**src/rtl/sysclk_pkg.sv**
```systemverilog
package sysclk_pkg;
  localparam int unsigned CTR_W       = 4;
  localparam int unsigned PRE_W       = 2;
  localparam int unsigned DEF_SLOW    = 125;
  localparam int unsigned DEF_RATE_PS = 6;
  typedef logic [CTR_W-1:0] nib_t;
endpackage

```
**src/rtl/sysclk_prescale.sv**
```systemverilog
module sysclk_prescale #(
  parameter int unsigned PW = sysclk_pkg::PRE_W
) (
  input  logic clk_i,
  input  logic rst_ni,
  output logic half_stb_o,
  output logic quart_stb_o,
  output logic half_en_o,
  output logic quart_en_o
);
  localparam logic [PW-1:0] ALL1 = '1;
  logic [PW-1:0] pre_q;

  assign half_stb_o  = pre_q[0];
  assign quart_stb_o = (pre_q == ALL1);

  always_ff @(posedge clk_i or negedge rst_ni) begin
    if (!rst_ni) begin
      pre_q      <= '0;
      half_en_o  <= 1'b0;
      quart_en_o <= 1'b0;
    end else begin
      pre_q      <= pre_q + 1'b1;
      half_en_o  <= half_stb_o;
      quart_en_o <= quart_stb_o;
    end
  end
endmodule

```
**src/rtl/sysclk_tick_div.sv**
```systemverilog
module sysclk_tick_div #(
  parameter int unsigned DIV = sysclk_pkg::DEF_SLOW
) (
  input  logic clk_i,
  input  logic rst_ni,
  input  logic en_i,
  output logic tick_o
);
  localparam int unsigned W = (DIV > 1) ? $clog2(DIV) : 1;
  localparam logic [W-1:0] LAST = W'(DIV - 1);
  logic [W-1:0] cnt_q;

  always_ff @(posedge clk_i or negedge rst_ni) begin
    if (!rst_ni) begin
      cnt_q  <= '0;
      tick_o <= 1'b0;
    end else if (en_i) begin
      if (cnt_q == LAST) begin
        cnt_q  <= '0;
        tick_o <= 1'b1;
      end else begin
        cnt_q  <= cnt_q + 1'b1;
        tick_o <= 1'b0;
      end
    end else begin
      tick_o <= 1'b0;
    end
  end
endmodule

```
**src/rtl/sysclk_reload_ctr.sv**
```systemverilog
module sysclk_reload_ctr #(
  parameter int unsigned CW = sysclk_pkg::CTR_W
) (
  input  logic          clk_i,
  input  logic          rst_ni,
  input  logic          en_i,
  input  logic [CW-1:0] preset_i,
  output logic [CW-1:0] cnt_o
);
  localparam logic [CW-1:0] TC = '1;

  // terminal count loads the preset on the same strobe instead of wrapping
  always_ff @(posedge clk_i or negedge rst_ni) begin
    if (!rst_ni)        cnt_o <= '0;
    else if (en_i)      cnt_o <= (cnt_o == TC) ? preset_i : cnt_o + 1'b1;
  end
endmodule

```
**src/rtl/sysclk_gen.sv**
```systemverilog
module sysclk_gen #(
  parameter int unsigned SLOW_DIV    = sysclk_pkg::DEF_SLOW,
  parameter int unsigned RATE_PRESET = sysclk_pkg::DEF_RATE_PS
) (
  input  logic clk_i,
  input  logic rst_ni,
  input  logic dense_mode_i,
  output logic sys_en_o,
  output logic per_en_o,
  output logic lf_tick_o,
  output logic ser_clk_o,
  output logic mid_clk_o,
  output logic wr_tick_o,
  output logic rate_o
);
  import sysclk_pkg::*;
  localparam int unsigned CW = CTR_W;
  localparam nib_t TC     = '1;
  localparam nib_t HALF   = nib_t'(1) << (CW - 1);
  localparam nib_t RATE_P = nib_t'(RATE_PRESET);

  logic half_stb, quart_stb;
  nib_t wr_cnt, rate_cnt, wr_preset;

  sysclk_prescale #(.PW(PRE_W)) u_pre (
    .clk_i       (clk_i),
    .rst_ni      (rst_ni),
    .half_stb_o  (half_stb),
    .quart_stb_o (quart_stb),
    .half_en_o   (sys_en_o),
    .quart_en_o  (per_en_o)
  );

  sysclk_tick_div #(.DIV(SLOW_DIV)) u_slow (
    .clk_i  (clk_i),
    .rst_ni (rst_ni),
    .en_i   (half_stb),
    .tick_o (lf_tick_o)
  );

  always_comb begin
    wr_preset         = '0;
    wr_preset[CW-1]   = dense_mode_i;
  end

  sysclk_reload_ctr #(.CW(CW)) u_wr (
    .clk_i    (clk_i),
    .rst_ni   (rst_ni),
    .en_i     (quart_stb),
    .preset_i (wr_preset),
    .cnt_o    (wr_cnt)
  );

  sysclk_reload_ctr #(.CW(CW)) u_rate (
    .clk_i    (clk_i),
    .rst_ni   (rst_ni),
    .en_i     (quart_stb),
    .preset_i (RATE_P),
    .cnt_o    (rate_cnt)
  );

  assign ser_clk_o = wr_cnt[0];
  assign mid_clk_o = wr_cnt[2];
  assign rate_o    = (rate_cnt >= HALF);

  always_ff @(posedge clk_i or negedge rst_ni) begin
    if (!rst_ni) wr_tick_o <= 1'b0;
    else         wr_tick_o <= quart_stb && (wr_cnt == TC);
  end
endmodule

```
**config.mk**
```make
export PLATFORM = sky130hd
export DESIGN_NAME = sysclk_gen
export DESIGN_NICKNAME = d
export VERILOG_FILES = /design/src/rtl/sysclk_pkg.sv /design/src/rtl/sysclk_prescale.sv /design/src/rtl/sysclk_tick_div.sv /design/src/rtl/sysclk_reload_ctr.sv /design/src/rtl/sysclk_gen.sv
export SDC_FILE = /design/constraint.sdc
export NUM_CORES = 1
export LEC_CHECK = 0
export CAP_MARGIN = 30
export CORE_UTILIZATION = 30
export CTS_BUF_LIST = sky130_fd_sc_hd__clkbuf_8
export DETAILED_ROUTE_END_ITERATION = 8
export GPL_TIMING_DRIVEN = 0
export PLACE_DENSITY = 0.45
export SLEW_MARGIN = 20
export SYNTH_ARGS = -nofsm -noshare
export SYNTH_HDL_FRONTEND = slang
export SYNTH_HIERARCHICAL = 1
export SYNTH_SLANG_ARGS = --single-unit
```
**constraint.sdc**
```tcl
create_clock -name clk_i -period 2.1 [get_ports clk_i]
set_clock_uncertainty 0.2 [all_clocks]
set_input_delay 0.42 -clock clk_i [delete_from_list [all_inputs] [get_ports clk_i]]
set_output_delay 0.42 -clock clk_i [all_outputs]
set_load 0.005 [all_outputs]
```
# Word-level counts from Yosys, hierarchy flattened
# Index checks and enable logic that the tools add are counted.
# op_classes
add_sub_neg,4
multipliers,0
div_mod_pow,0
order_cmp,1
eq_ne,4
n_shift,0
muxes,5
n_bitwise,0
n_reduce_logical,1
# ops
cell,count
$add A4 B1 Y4 const B,2
$eq A4 B4 Y1 const B,2
$mux W4,2
$add A7 B1 Y7 const B,1
$eq A7 B7 Y1 const B,1
$mux W7,1
$ge A4 B4 Y1 const B,1
$add A2 B1 Y2 const B,1
$eq A2 B2 Y1 const B,1
$mux W1,2
$logic_and A1 B1 Y1,1
# totals
reg_bits,21
latchBits,0
ramBits,0
romBits,0
input_bits,3
output_inout_bits,7
elab_cells,23
memories,0

# Depth between registers and ports, before layout
# Gate-level depths: netlist of run 1.
# logic_depth
ltp_word,3
depth_mapped,5

# By module
# The synthesis of run 1 kept the hierarchy.
# modules_own_cells
mod,instances,cells_each,area_each_um2
sysclk_tick_div,1,44,447.9
sysclk_reload_ctr,2,23,220.2
sysclk_prescale,1,6,116.4
sysclk_gen,1,7,48.8

# Least setup slack after synthesis of run 1
# OpenSTA, ideal clock, no wires.
# synth_timing
path_kind,flip-flop to flip-flop
start,register u_wr.cnt_o[0]
end,register u_wr.cnt_o[1]
setup_ns,0.124
arrival_time_ns,1.094
required_time_ns,1.776
path_slack_ns,0.682
path_stages_with_launch,5
n_path_buf,0
synth_period_minus_slack_ns,1.418
cell_sequence,dfrtp_1 -> ha_1 -> and3_4 -> mux2i_1 -> a21oi_1
# synth_via
elab_chain_len,2
# synth_rtl
element,line_no,rtl
from (decl),sysclk_reload_ctr.sv:8,output logic [CW-1:0] cnt_o
from (signal assigned),sysclk_reload_ctr.sv:15,else if (en_i) cnt_o <= (cnt_o == TC) ? preset_i : cnt_o + 1'b1;
$add A4 B1 Y4 or $eq A4 B4 Y1 (tied branches),sysclk_reload_ctr.sv:15,
$mux W4 *,sysclk_reload_ctr.sv:15,
# Every way passes the cells marked *; elsewhere a longest branch is shown, timed or not.
# A chain may end at the register's enable or synchronous reset.

# Worst setup path in the final report of run 1
# layout_timing
start,register u_wr.cnt_o[0]
end,output ser_clk_o
# layout_rtl
element,line_no,rtl
to (decl),sysclk_gen.sv:11,"output logic ser_clk_o,"
# No word-level cell between the ends.

==> impl_metrics.py, run 1 <==
metrics = {
    "grt": {
        "grt_pass1_vias": 671,
        "global_route.usage.met3": 0.02521,
        "initial_antenna_violation_count": 0,
        "gr-max-usage-layer": "met2",
        "gr-usage-all-layers": 0.1111,
        "use_met2": 0.1584,
        "first_pass_grt_wire_length_microns": 2918,
        "grt_start_max_net_pins": 14,
        "use_met1": 0.1485,
        "grt.overflow.total": 0,
    },
    "power_and_ir_drop": {
        "power.density_nw_per_um2": 892.9,
        "vdd_drop_max_uv": 377.6,
        "cellLeakagePower_nw": 0.5515,
    },
    "floorplan": {
        "die-area_sq_um": 3753,
        "boundaryPins": 10,
        "start_util": 0.3132,
        "chipWidth_microns": 61.26,
        "dieHeight_microns": 61.26,
        "rows": 21,
        "core_region_area_sq_um": 3363,
    },
    "sta": {
        "peak_clock_frequency_supported_by_timing_mhz": 525.9,
        "timing.final.setup_violations": 0,
        "rsz0062_at_grt": "no",
        "report.final.hold_viol_count": 0,
        "finalMaxSlewViolations": 0,
        "layout_min_cycle_time_ns": 1.901,
        "setup_total_negative_slack_ns": 0,
        "post-route-period-util": 0.9054,
    },
    "logic_synthesis": {
        "postSynthCellCount": 103,
        "yosys_warnings": 6,
        "combinational_family_with_the_most_area_after_synthesis": "simple AND/OR/NAND/NOR gates",
        "synth-adder-area-share": 0.05938,
        "post_synth_xor_area_fraction": 0,
        "synth_compound_gate_area_share": 0.1580,
        "syn_area_sq_um": 1054,
        "muxShareOfSynthArea": 0.05819,
        "synth_simple_gate_area_share": 0.1770,
        "netlist_top_cells_area": "dfrtp_1, ha_1, a21oi_1",
        "synth_largest_type_area_fraction": 0.4988,
        "syn-mean-instance-area_sq_um": 10.23,
        "synth_largest_area_cell": "dfrtp_1",
        "sequential_fraction_of_the_synthesis_area": 0.4988,
        "synth.ff_latch_count": 21,
        "synth.distinct_cells": 29,
    },
    "place": {
        "io_buffers": 9,
        "placed_cells": 164,
        "gp_congestion": 0.6400,
        "dpl.hpwl_microns": 1327,
        "placedInstanceArea_sq_um": 1235,
    },
    "layout": {
        "antenna_cells": 0,
        "finish.utilization": 0.3817,
        "layout-area-overhead-vs-synth_pct": 21.85,
        "final_design_area_no_fill_sq_um": 1284,
        "stdcell_count": 168,
        "nFillCells": 360,
        "layout_commonest_cell": "dfrtp_1",
        "nNetsFinal": 131,
        "most-common-layout-cells": "dfrtp_1, nand2_1, a21oi_1",
        "layout-drive-gt1-share": 0.1230,
    },
    "routing": {
        "drt_pass1_iterations": 4,
        "remaining_drc_errors": 0,
        "finalWirelength_microns": 1796,
        "first_iter_violations": 30,
        "detail_route.wl_per_cell_microns": 10.69,
        "drt.antenna.violating_nets": 0,
        "vias": 755,
        "vias_per_cell": 4.494,
    },
    "clock_network": {
        "clock_insertion_delay_worst_skew_ns": 0.27,
        "clock_root_buffer": "clkbuf_8",
        "cts.clk_slew.worst_paths_ns": 0.08,
        "clock_tree_from_tritoncts": "yes",
        "cts-root-to-sink-buffers": 2,
        "numCtsBuffers": 3,
        "cts_sinks": 21,
        "postCtsHoldBufs": 0,
        "cts.htree.levels": 1,
        "post_cts.repair.setup_buffers": 0,
        "postCtsResizedCells": 0,
    },
    "hold_path": {
        "min_path_type": "in -> async",
    },
    "worst_setup_path": {
        "critPathMaxFanout": 7,
        "crit_slowest_cell": "clkdlybuf4s50_1",
        "critPathArrivalTime_ns": 1.28,
        "worstSetupEndpointType": "primary output",
        "crit_chain": "clkdlybuf4s50_1",
        "timing.setup.critical_path_class": "reg -> out",
        "critical-path-max-stage-delay_ns": 0.54,
        "crit_path_buf_inv_count": 1,
        "worstSetupStartpointType": "flop",
        "cp.required_ns": 1.48,
        "critical-path-top-delay-family": "buffers and inverters",
    },
    "run_status": {
        "outcome": "finished, final reports clean",
    },
    "run": {
        "max_cap_viol_count": 0,
    },
}
[kinds of logic after synthesis]
logic type	count (synthesis)
simple gates	32
compound gates	27
flops	21
buf+inv	10
mux	6
fa+ha+maj	5
other cells	2
[metrics by stage]
stage / hold slack, ns / total power [mW] / worst slack, ns
CTS: 0.2806 / 1.165 / 0.1889
finish: 0.2721 / 1.146 / 0.1986
floorplan: -0.07559 / 0.7601 / 0.6817
global route: 0.2935 / 1.226 / 0.1315
detailed placement: 0.2596 / 0.8810 / 0.5062
global placement: 0.2547 / 0.8696 / 0.1977
[cell usage after synthesis (all sizes together)]
| library cell | count |
|---|---|
| nand4 | 5 |
| nand3 | 5 |
| and2 | 1 |
| or2b | 2 |
| nand2b | 1 |
| o311ai | 3 |
| ha | 5 |
| mux2i | 5 |
| a21oi | 10 |
| conb | 2 |
| a211oi | 2 |
| buf | 3 |
| o21ai | 7 |
| nand2 | 12 |
| nor2 | 4 |
| o22ai | 1 |
| inv | 6 |
| o31ai | 2 |
| mux2 | 1 |
| dfrtp | 21 |
| clkbuf | 1 |
| and3 | 2 |
| a22oi | 1 |
| o21bai | 1 |
[area by class of cell]
cell class,instances,area (sq um),share of cell area
well taps,46,57.56,0.04483
clock buffers,3,41.29,0.03216
clock inverters,1,7.507,0.005848
inverters,6,22.52,0.01754
flip-flops and latches,21,525.5,0.4094
multi-input cells,77,503.0,0.3918
plain buffers,4,21.27,0.01657
repair buffers,10,105.1,0.08187
[flip-flops by register name, indices dropped and copies added (netlist names)]
signal / cells
wr_tick_o: 1
u_pre/half_en_o: 1
u_rate/cnt_o: 4
u_pre/pre_q: 2
u_slow/cnt_q: 7
u_pre/quart_en_o: 1
u_slow/tick_o: 1
u_wr/cnt_o: 4
[worst paths after layout]
check | from | to | slack (ns) | cells past startpoint
max | u_wr/cnt_o[0] | ser_clk_o | 0.20 | 1
min in group clk_i | u_pre/pre_q[1] | u_pre/pre_q[1] | 0.27 | 1
min | rst_ni | u_pre/pre_q[0] | 0.27 | 1
max reg2reg | u_pre/pre_q[0] | u_wr/cnt_o[3] | 0.50 | 5
min reg2reg | u_pre/pre_q[1] | u_pre/pre_q[1] | 0.27 | 1
max in group asynchronous | rst_ni | u_slow/cnt_q[3] | 0.98 | 2
[where the power goes]
group	leakage (nW)	switching [mW]	internal (mW)	total [mW]
Clock	0.0217	0.143	0.134	0.277
Sequential	0.261	0.108	0.481	0.589
Combinational	0.268	0.117	0.164	0.280
Total	0.552	0.368	0.779	1.15
[per-layer routing]
layer	wire length [microns]	up-vias
met1	950	348
li1	-	394
met5	0	-
met2	758	8
met4	53	0
met3	34	5
Note: power is estimated with default switching activity, not from simulation.
==> run 2, diff against run 1 <==
PLACE_DENSITY = 0.5   (was 0.45)
SYNTH_HIERARCHICAL = unset   (was 1)
==> run 2 against run 1 <==
Combinational power fell by 95%; wire length is 18% lower; first-iteration DRC count down 37%; largest cell class unchanged; critical path type unchanged; final area shrank 11%; global-route usage fell by 0.16 points; power is 40% lower; clock-buffer cell count unchanged; core utilization up 1.7 points; worst setup slack improved by 0.015 ns.
==> impl_metrics.py, run 2 <==
metrics = {
    "worst_setup_path": {
        "worstSetupStartpointType": "flop",
        "crit_chain": "clkdlybuf4s50_1",
        "worstSetupEndpointType": "primary output",
        "crit_slowest_cell": "clkdlybuf4s50_1",
        "critical-path-max-stage-delay_ns": 0.55,
        "critPathArrivalTime_ns": 1.27,
        "cp.required_ns": 1.48,
        "crit_path_buf_inv_count": 1,
        "timing.setup.critical_path_class": "reg -> out",
        "critPathMaxFanout": 6,
        "critical-path-top-delay-family": "buffers and inverters",
    },
    "clock_network": {
        "numCtsBuffers": 3,
        "clock_tree_from_tritoncts": "yes",
        "clock_root_buffer": "clkbuf_8",
        "cts.clk_slew.worst_paths_ns": 0.08,
        "cts-root-to-sink-buffers": 2,
        "cts_sinks": 21,
        "clock_insertion_delay_worst_skew_ns": 0.26,
        "cts.htree.levels": 1,
        "postCtsResizedCells": 0,
        "post_cts.repair.setup_buffers": 0,
        "postCtsHoldBufs": 0,
    },
    "routing": {
        "first_iter_violations": 19,
        "remaining_drc_errors": 0,
        "route.met3.wl_microns": 28,
        "wl_met2_microns": 621,
        "vias": 626,
        "detail_route.wl_per_cell_microns": 10.17,
        "finalWirelength_microns": 1464,
        "drt_pass1_iterations": 4,
        "vias_per_cell": 4.347,
        "met1_routed_length_microns": 777,
        "drt.antenna.violating_nets": 0,
        "highest-signal-layer": "met4",
    },
    "logic_synthesis": {
        "syn_area_sq_um": 944.7,
        "synth_nets": 97,
        "synth_largest_type_area_fraction": 0.5563,
        "ys.flop_type": "dfrtp_1",
        "synth.ff_latch_count": 21,
        "netlist_top_cells_area": "dfrtp_1, ha_1, nand3_1",
        "syn-mean-instance-area_sq_um": 10.73,
        "asyncSetResetFlopFracSynth": 1.000,
        "synth.distinct_cells": 27,
        "number_of_enable_flip_flop_cells_after_synthesis": 0,
        "netlist_top_cells_count": "dfrtp_1, inv_1, nand3_1, o21ai_0",
        "yosysMostFrequentCell": "dfrtp_1",
        "sequential_fraction_of_the_synthesis_area": 0.5563,
        "yosys_warnings": 0,
        "synth_largest_area_cell": "dfrtp_1",
        "postSynthCellCount": 88,
    },
    "layout": {
        "largest_register": "u_slow.cnt_q",
        "reg.largest.list": "u_slow.cnt_q x7, u_rate.cnt_o x4, u_wr.cnt_o x4",
        "antenna_cells": 0,
        "number_of_flip_flops_under_the_largest_register_name": 7,
        "layout-drive-gt1-share": 0.08824,
        "layout-area-overhead-vs-synth_pct": 21.46,
        "nNetsFinal": 112,
        "most-common-layout-cells": "dfrtp_1, clkdlybuf4s50_1, inv_1",
        "layout_commonest_cell": "dfrtp_1",
    },
    "sta": {
        "layout_min_cycle_time_ns": 1.887,
        "post-route-period-util": 0.8984,
        "rsz0062_at_grt": "no",
        "timing.final.setup_violations": 0,
        "report.final.hold_viol_count": 0,
        "peak_clock_frequency_supported_by_timing_mhz": 530.0,
        "pin_slew_with_the_least_headroom_to_its_limit_ns": 0.3942,
        "relative_slew_margins": 0.7364,
        "finalMaxSlewViolations": 0,
        "setup_total_negative_slack_ns": 0,
        "final_critical_path_setup_slack_ns": 0.2133,
    },
    "power_and_ir_drop": {
        "intPower_mw": 0.5431,
        "power.density_nw_per_um2": 598.4,
        "p_sw_frac": 0.2089,
        "vdd_drop_max_uv": 244.3,
        "power.share.clock": 0.393,
        "pwr-share-seq": 0.588,
        "p_total_mw": 0.6866,
        "p_sw_mw": 0.1435,
        "cellLeakagePower_nw": 0.4718,
        "portion_of_total_power_attributed_to_combinational_logic": 0.019,
    },
    "grt": {
        "grt.overflow.total": 0,
        "grt_start_max_net_pins": 22,
        "grt_pass1_vias": 608,
        "first_pass_grt_wire_length_microns": 2691,
        "initial_antenna_violation_count": 0,
        "gr-usage-all-layers": 0.1095,
    },
    "floorplan": {
        "dieHeight_microns": 58.12,
        "die-area_sq_um": 3377,
        "start_util": 0.3284,
        "core_region_area_sq_um": 2877,
        "rows": 19,
        "chipWidth_microns": 58.12,
        "boundaryPins": 10,
    },
    "place": {
        "gp_congestion": 0.6823,
        "io_buffers": 9,
        "dpl_worst_slack_ns": 0.2620,
        "dpl.hpwl_microns": 1093,
    },
    "hold_path": {
        "min_path_type": "in -> async",
    },
    "run": {
        "max_cap_viol_count": 0,
    },
    "run_status": {
        "outcome": "finished, final reports clean",
    },
}
-- run 2: cell count changes in the layout (fill, tap and decap cells not counted), sizes merged, moves of 3 or more --
cell,change
a21oi,-7
conb,-7
mux2i,-4
nand2,-6
o311ai,-3
-- run 2: kinds of logic (layout without fill, tap and decap cells) --
kind of cell | after synthesis | in the layout | synth area share
compound gates | 17 | 17 | 0.1086
xor+xnor | 4 | 4 | 0.03709
fa+ha+maj | 6 | 6 | 0.07947
buf+inv | 11 | 25 | 0.05297
flops | 21 | 21 | 0.5563
mux | 2 | 2 | 0.02252
simple gates | 27 | 27 | 0.1430
-- run 2: power by group through the flow --
stage | clock network (mW) | registers, mW | logic [mW]
after floorplan | 0 | 0.412 | 0.00000982
after detailed placement | 0 | 0.412 | 0.0121
after global placement | 0 | 0.412 | 0.0118
final | 0.270 | 0.404 | 0.0130
after global routing | 0.293 | 0.404 | 0.0154
after CTS | 0.282 | 0.404 | 0.0120
-- run 2: worst paths after layout --
path                                     to  cells past startpoint  slack (ns)            from
setup / recovery                  mid_clk_o                      1        0.21   u_wr.cnt_o[2]
hold / removal             u_pre.quart_en_o                      1        0.24          rst_ni
setup reg to reg            u_rate.cnt_o[3]                      5        0.55  u_pre.pre_q[0]
hold reg to reg             u_pre.half_en_o                      0        0.24  u_pre.pre_q[0]
max in group asynchronous   u_slow.cnt_q[3]                      2        1.01          rst_ni
min in group clk_i          u_pre.half_en_o                      0        0.24  u_pre.pre_q[0]
-- run 2: area by class of cell --
| cell class | instances | area, sq um |
|---|---|---|
| plain buffers | 3 | 20.02 |
| clock buffers | 3 | 41.29 |
| clock inverters | 1 | 7.507 |
| fillers | 280 | 1729 |
| inverters | 8 | 30.03 |
| multi-input cells | 56 | 369.1 |
| flip-flops and latches | 21 | 525.5 |
| well taps | 42 | 52.55 |
| repair buffers | 10 | 101.3 |
-- run 2: per-layer routing --
layer,GRT usage,up-vias
li1,-,330
met1,0.1463,285
met2,0.1527,7
met3,0.02009,4
met4,0.09184,0
met5,0,-
-- run 2: metrics by stage --
step,instance area [sq um],hold WS (ns),utilization,instances
after floorplan,944.7,-0.07559,-,88
after global placement,1087,0.2261,0.3780,139
after detailed placement,1087,0.2275,0.3780,139
after CTS,1136,0.2471,0.3950,143
after global routing,1147,0.2535,0.3989,144
final,1147,0.2361,0.3989,144
==> run 3, diff against run 2 <==
CORE_MARGIN = 1.5   (was unset)
==> run 3 against run 2 <==
Sequential share of layout area down 0.15 points; clock power down 3%; wire length up 4.6%; clock-buffer cell count unchanged; worst setup slack better by 0.017 ns; maximum frequency up 0.90%; critical path type unchanged; highest routed layer unchanged.
==> impl_metrics.py, run 3 (synthesized netlist as in run 2, its figures left out) <==
metrics = {
    "clock_network": {
        "numCtsBuffers": 3,
        "clock_insertion_delay_worst_skew_ns": 0.26,
        "postCtsResizedCells": 0,
        "cts.clk_slew.worst_paths_ns": 0.07,
        "postCtsHoldBufs": 0,
        "cts_sinks": 21,
        "cts-root-to-sink-buffers": 2,
        "clock_root_buffer": "clkbuf_8",
        "clock_tree_from_tritoncts": "yes",
        "cts.htree.levels": 1,
        "post_cts.repair.setup_buffers": 0,
    },
    "layout": {
        "largest_register": "u_slow.cnt_q",
        "nFillCells": 287,
        "reg.largest.list": "u_slow.cnt_q x7, u_rate.cnt_o x4, u_wr.cnt_o x4",
        "most-common-layout-cells": "dfrtp_1, clkdlybuf4s50_1, inv_1",
        "nNetsFinal": 112,
        "antenna_cells": 0,
        "layout-drive-gt1-share": 0.08824,
        "number_of_flip_flops_under_the_largest_register_name": 7,
        "layout_commonest_cell": "dfrtp_1",
        "layout-area-overhead-vs-synth_pct": 21.85,
        "stdcell_count": 146,
    },
    "worst_setup_path": {
        "regToRegSetupSlack_ns": 0.56,
        "crit_chain": "clkbuf_1, clkdlybuf4s50_1",
        "timing.rr.end": "u_rate.cnt_o[3]",
        "reg2reg_depth": 5,
        "worstSetupEndpointType": "primary output",
        "critPathMaxFanout": 5,
        "crit_slowest_cell": "clkdlybuf4s50_1",
        "crit_start": "u_rate.cnt_o[3]",
        "worstSetupStartpointType": "flop",
        "critPathArrivalTime_ns": 1.25,
        "crit_path_buf_inv_count": 2,
        "cp.required_ns": 1.48,
        "critical_path.endpoint": "rate_o",
        "worstSetupPathDepth": 2,
        "r2r-start": "u_pre.pre_q[0]",
        "timing.setup.critical_path_class": "reg -> out",
        "critical-path-max-stage-delay_ns": 0.49,
        "critical-path-top-delay-family": "buffers and inverters",
    },
    "routing": {
        "finalWirelength_microns": 1531,
        "vias_per_cell": 4.479,
        "vias": 654,
        "drt.antenna.violating_nets": 0,
        "first_iter_violations": 33,
        "drt_pass1_iterations": 3,
        "detail_route.wl_per_cell_microns": 10.49,
        "remaining_drc_errors": 0,
    },
    "run": {
        "max_cap_viol_count": 0,
    },
    "place": {
        "io_buffers": 9,
        "dpl.hpwl_microns": 1146,
        "gp_congestion": 0.7499,
        "placed_cells": 142,
    },
    "floorplan": {
        "rows": 20,
        "start_util": 0.3120,
        "boundaryPins": 10,
        "dieHeight_microns": 59.12,
        "core_region_area_sq_um": 3028,
        "chipWidth_microns": 59.12,
        "die-area_sq_um": 3495,
    },
    "hold_path": {
        "min_path_type": "in -> async",
    },
    "run_status": {
        "outcome": "finished, final reports clean",
    },
    "power_and_ir_drop": {
        "p_sw_frac": 0.2049,
        "power.share.clock": 0.387,
        "power.density_nw_per_um2": 592.1,
        "intPower_mw": 0.5420,
        "pwr-share-seq": 0.593,
        "p_sw_mw": 0.1396,
        "cellLeakagePower_nw": 0.4769,
        "portion_of_total_power_attributed_to_combinational_logic": 0.021,
        "vdd_drop_max_uv": 212.5,
    },
    "grt": {
        "gr-usage-all-layers": 0.1077,
        "initial_antenna_violation_count": 0,
        "grt.overflow.total": 0,
        "grt_start_max_net_pins": 17,
        "first_pass_grt_wire_length_microns": 2746,
        "grt_pass1_vias": 633,
    },
    "sta": {
        "peak_clock_frequency_supported_by_timing_mhz": 534.8,
        "final.hold.worst_slack_ns": 0.2117,
        "post-route-period-util": 0.8904,
        "setup_total_negative_slack_ns": 0,
        "report.final.hold_viol_count": 0,
        "finalMaxSlewViolations": 0,
        "rsz0062_at_grt": "no",
        "timing.final.setup_violations": 0,
        "pin_slew_with_the_least_headroom_to_its_limit_ns": 0.3131,
        "layout_min_cycle_time_ns": 1.870,
        "relative_slew_margins": 0.7906,
    },
}
## run 3: cell types whose count changed in the layout (fill, tap and decap cells not counted), sizes merged
cell | previous run | this run
clkinvlp | 1 | 0
clkinv | 0 | 1
## run 3: cell type report
class	instances	area, sq um	area share
Multi-Input combinational cell	56	369.1	0.3207
Timing Repair Buffer	10	105.1	0.09130
Clock inverter	1	5.005	0.004348
Tap cell	44	55.05	0.04783
Inverter	8	30.03	0.02609
Sequential cell	21	525.5	0.4565
Clock buffer	3	41.29	0.03587
Buffer	3	20.02	0.01739
## run 3: worst min path at each step
stage | from | endpoint | slack [ns] | depth (start not counted)
final | rst_ni | u_slow.cnt_q[4] | 0.21 | 1
after CTS | rst_ni | u_slow.tick_o | 0.22 | 1
after detailed placement | u_pre.pre_q[0] | u_pre.half_en_o | 0.23 | 0
after global placement | u_pre.pre_q[0] | u_pre.half_en_o | 0.23 | 0
after global routing | rst_ni | u_slow.cnt_q[4] | 0.22 | 1
after floorplan | rst_ni | u_pre.half_en_o | -0.08 | 0
## run 3: through the flow
stage | setup WS (ns) | cell area, sq um | utilization | power, mW
3_5_place_dp | 0.5089 | 1105 | 0.3649 | 0.4275
4_1_cts | 0.2084 | 1151 | 0.3802 | 0.6972
2_1_floorplan | 0.7133 | 944.7 | - | 0.4122
5_1_grt | 0.1628 | 1151 | 0.3802 | 0.7123
3_3_place_gp | 0.2525 | 1090 | 0.3599 | 0.4241
6_report | 0.2301 | 1151 | 0.3802 | 0.6816
## run 3: routing by layer
metal	vias up	GRT usage	part of all wire
li1	330	-	-
met1	312	0.1326	0.50
met2	7	0.1635	0.44
met3	5	0.03275	0.033
met4	0	0.06818	0.025
met5	-	0	0
## run 3: power by group through the flow
stage / combinational [mW] / sequential, mW / clock, mW
finish: 0.0141 / 0.404 / 0.263
global route: 0.0164 / 0.404 / 0.292
CTS: 0.0154 / 0.404 / 0.278
detailed placement: 0.0155 / 0.412 / 0
global placement: 0.0120 / 0.412 / 0
floorplan: 0.00000982 / 0.412 / 0
## run 3: worst reg2reg max path, delay by kind of cell, from the launching register on
kind / cells / cell delay [ns]
AOI/OAI and AO/OA: 2 / 0.24
and+or+nand+nor: 1 / 0.09
adders and majority gates: 1 / 0.27
DFF: 1 / 0.39
buffers and inverters: 1 / 0.23
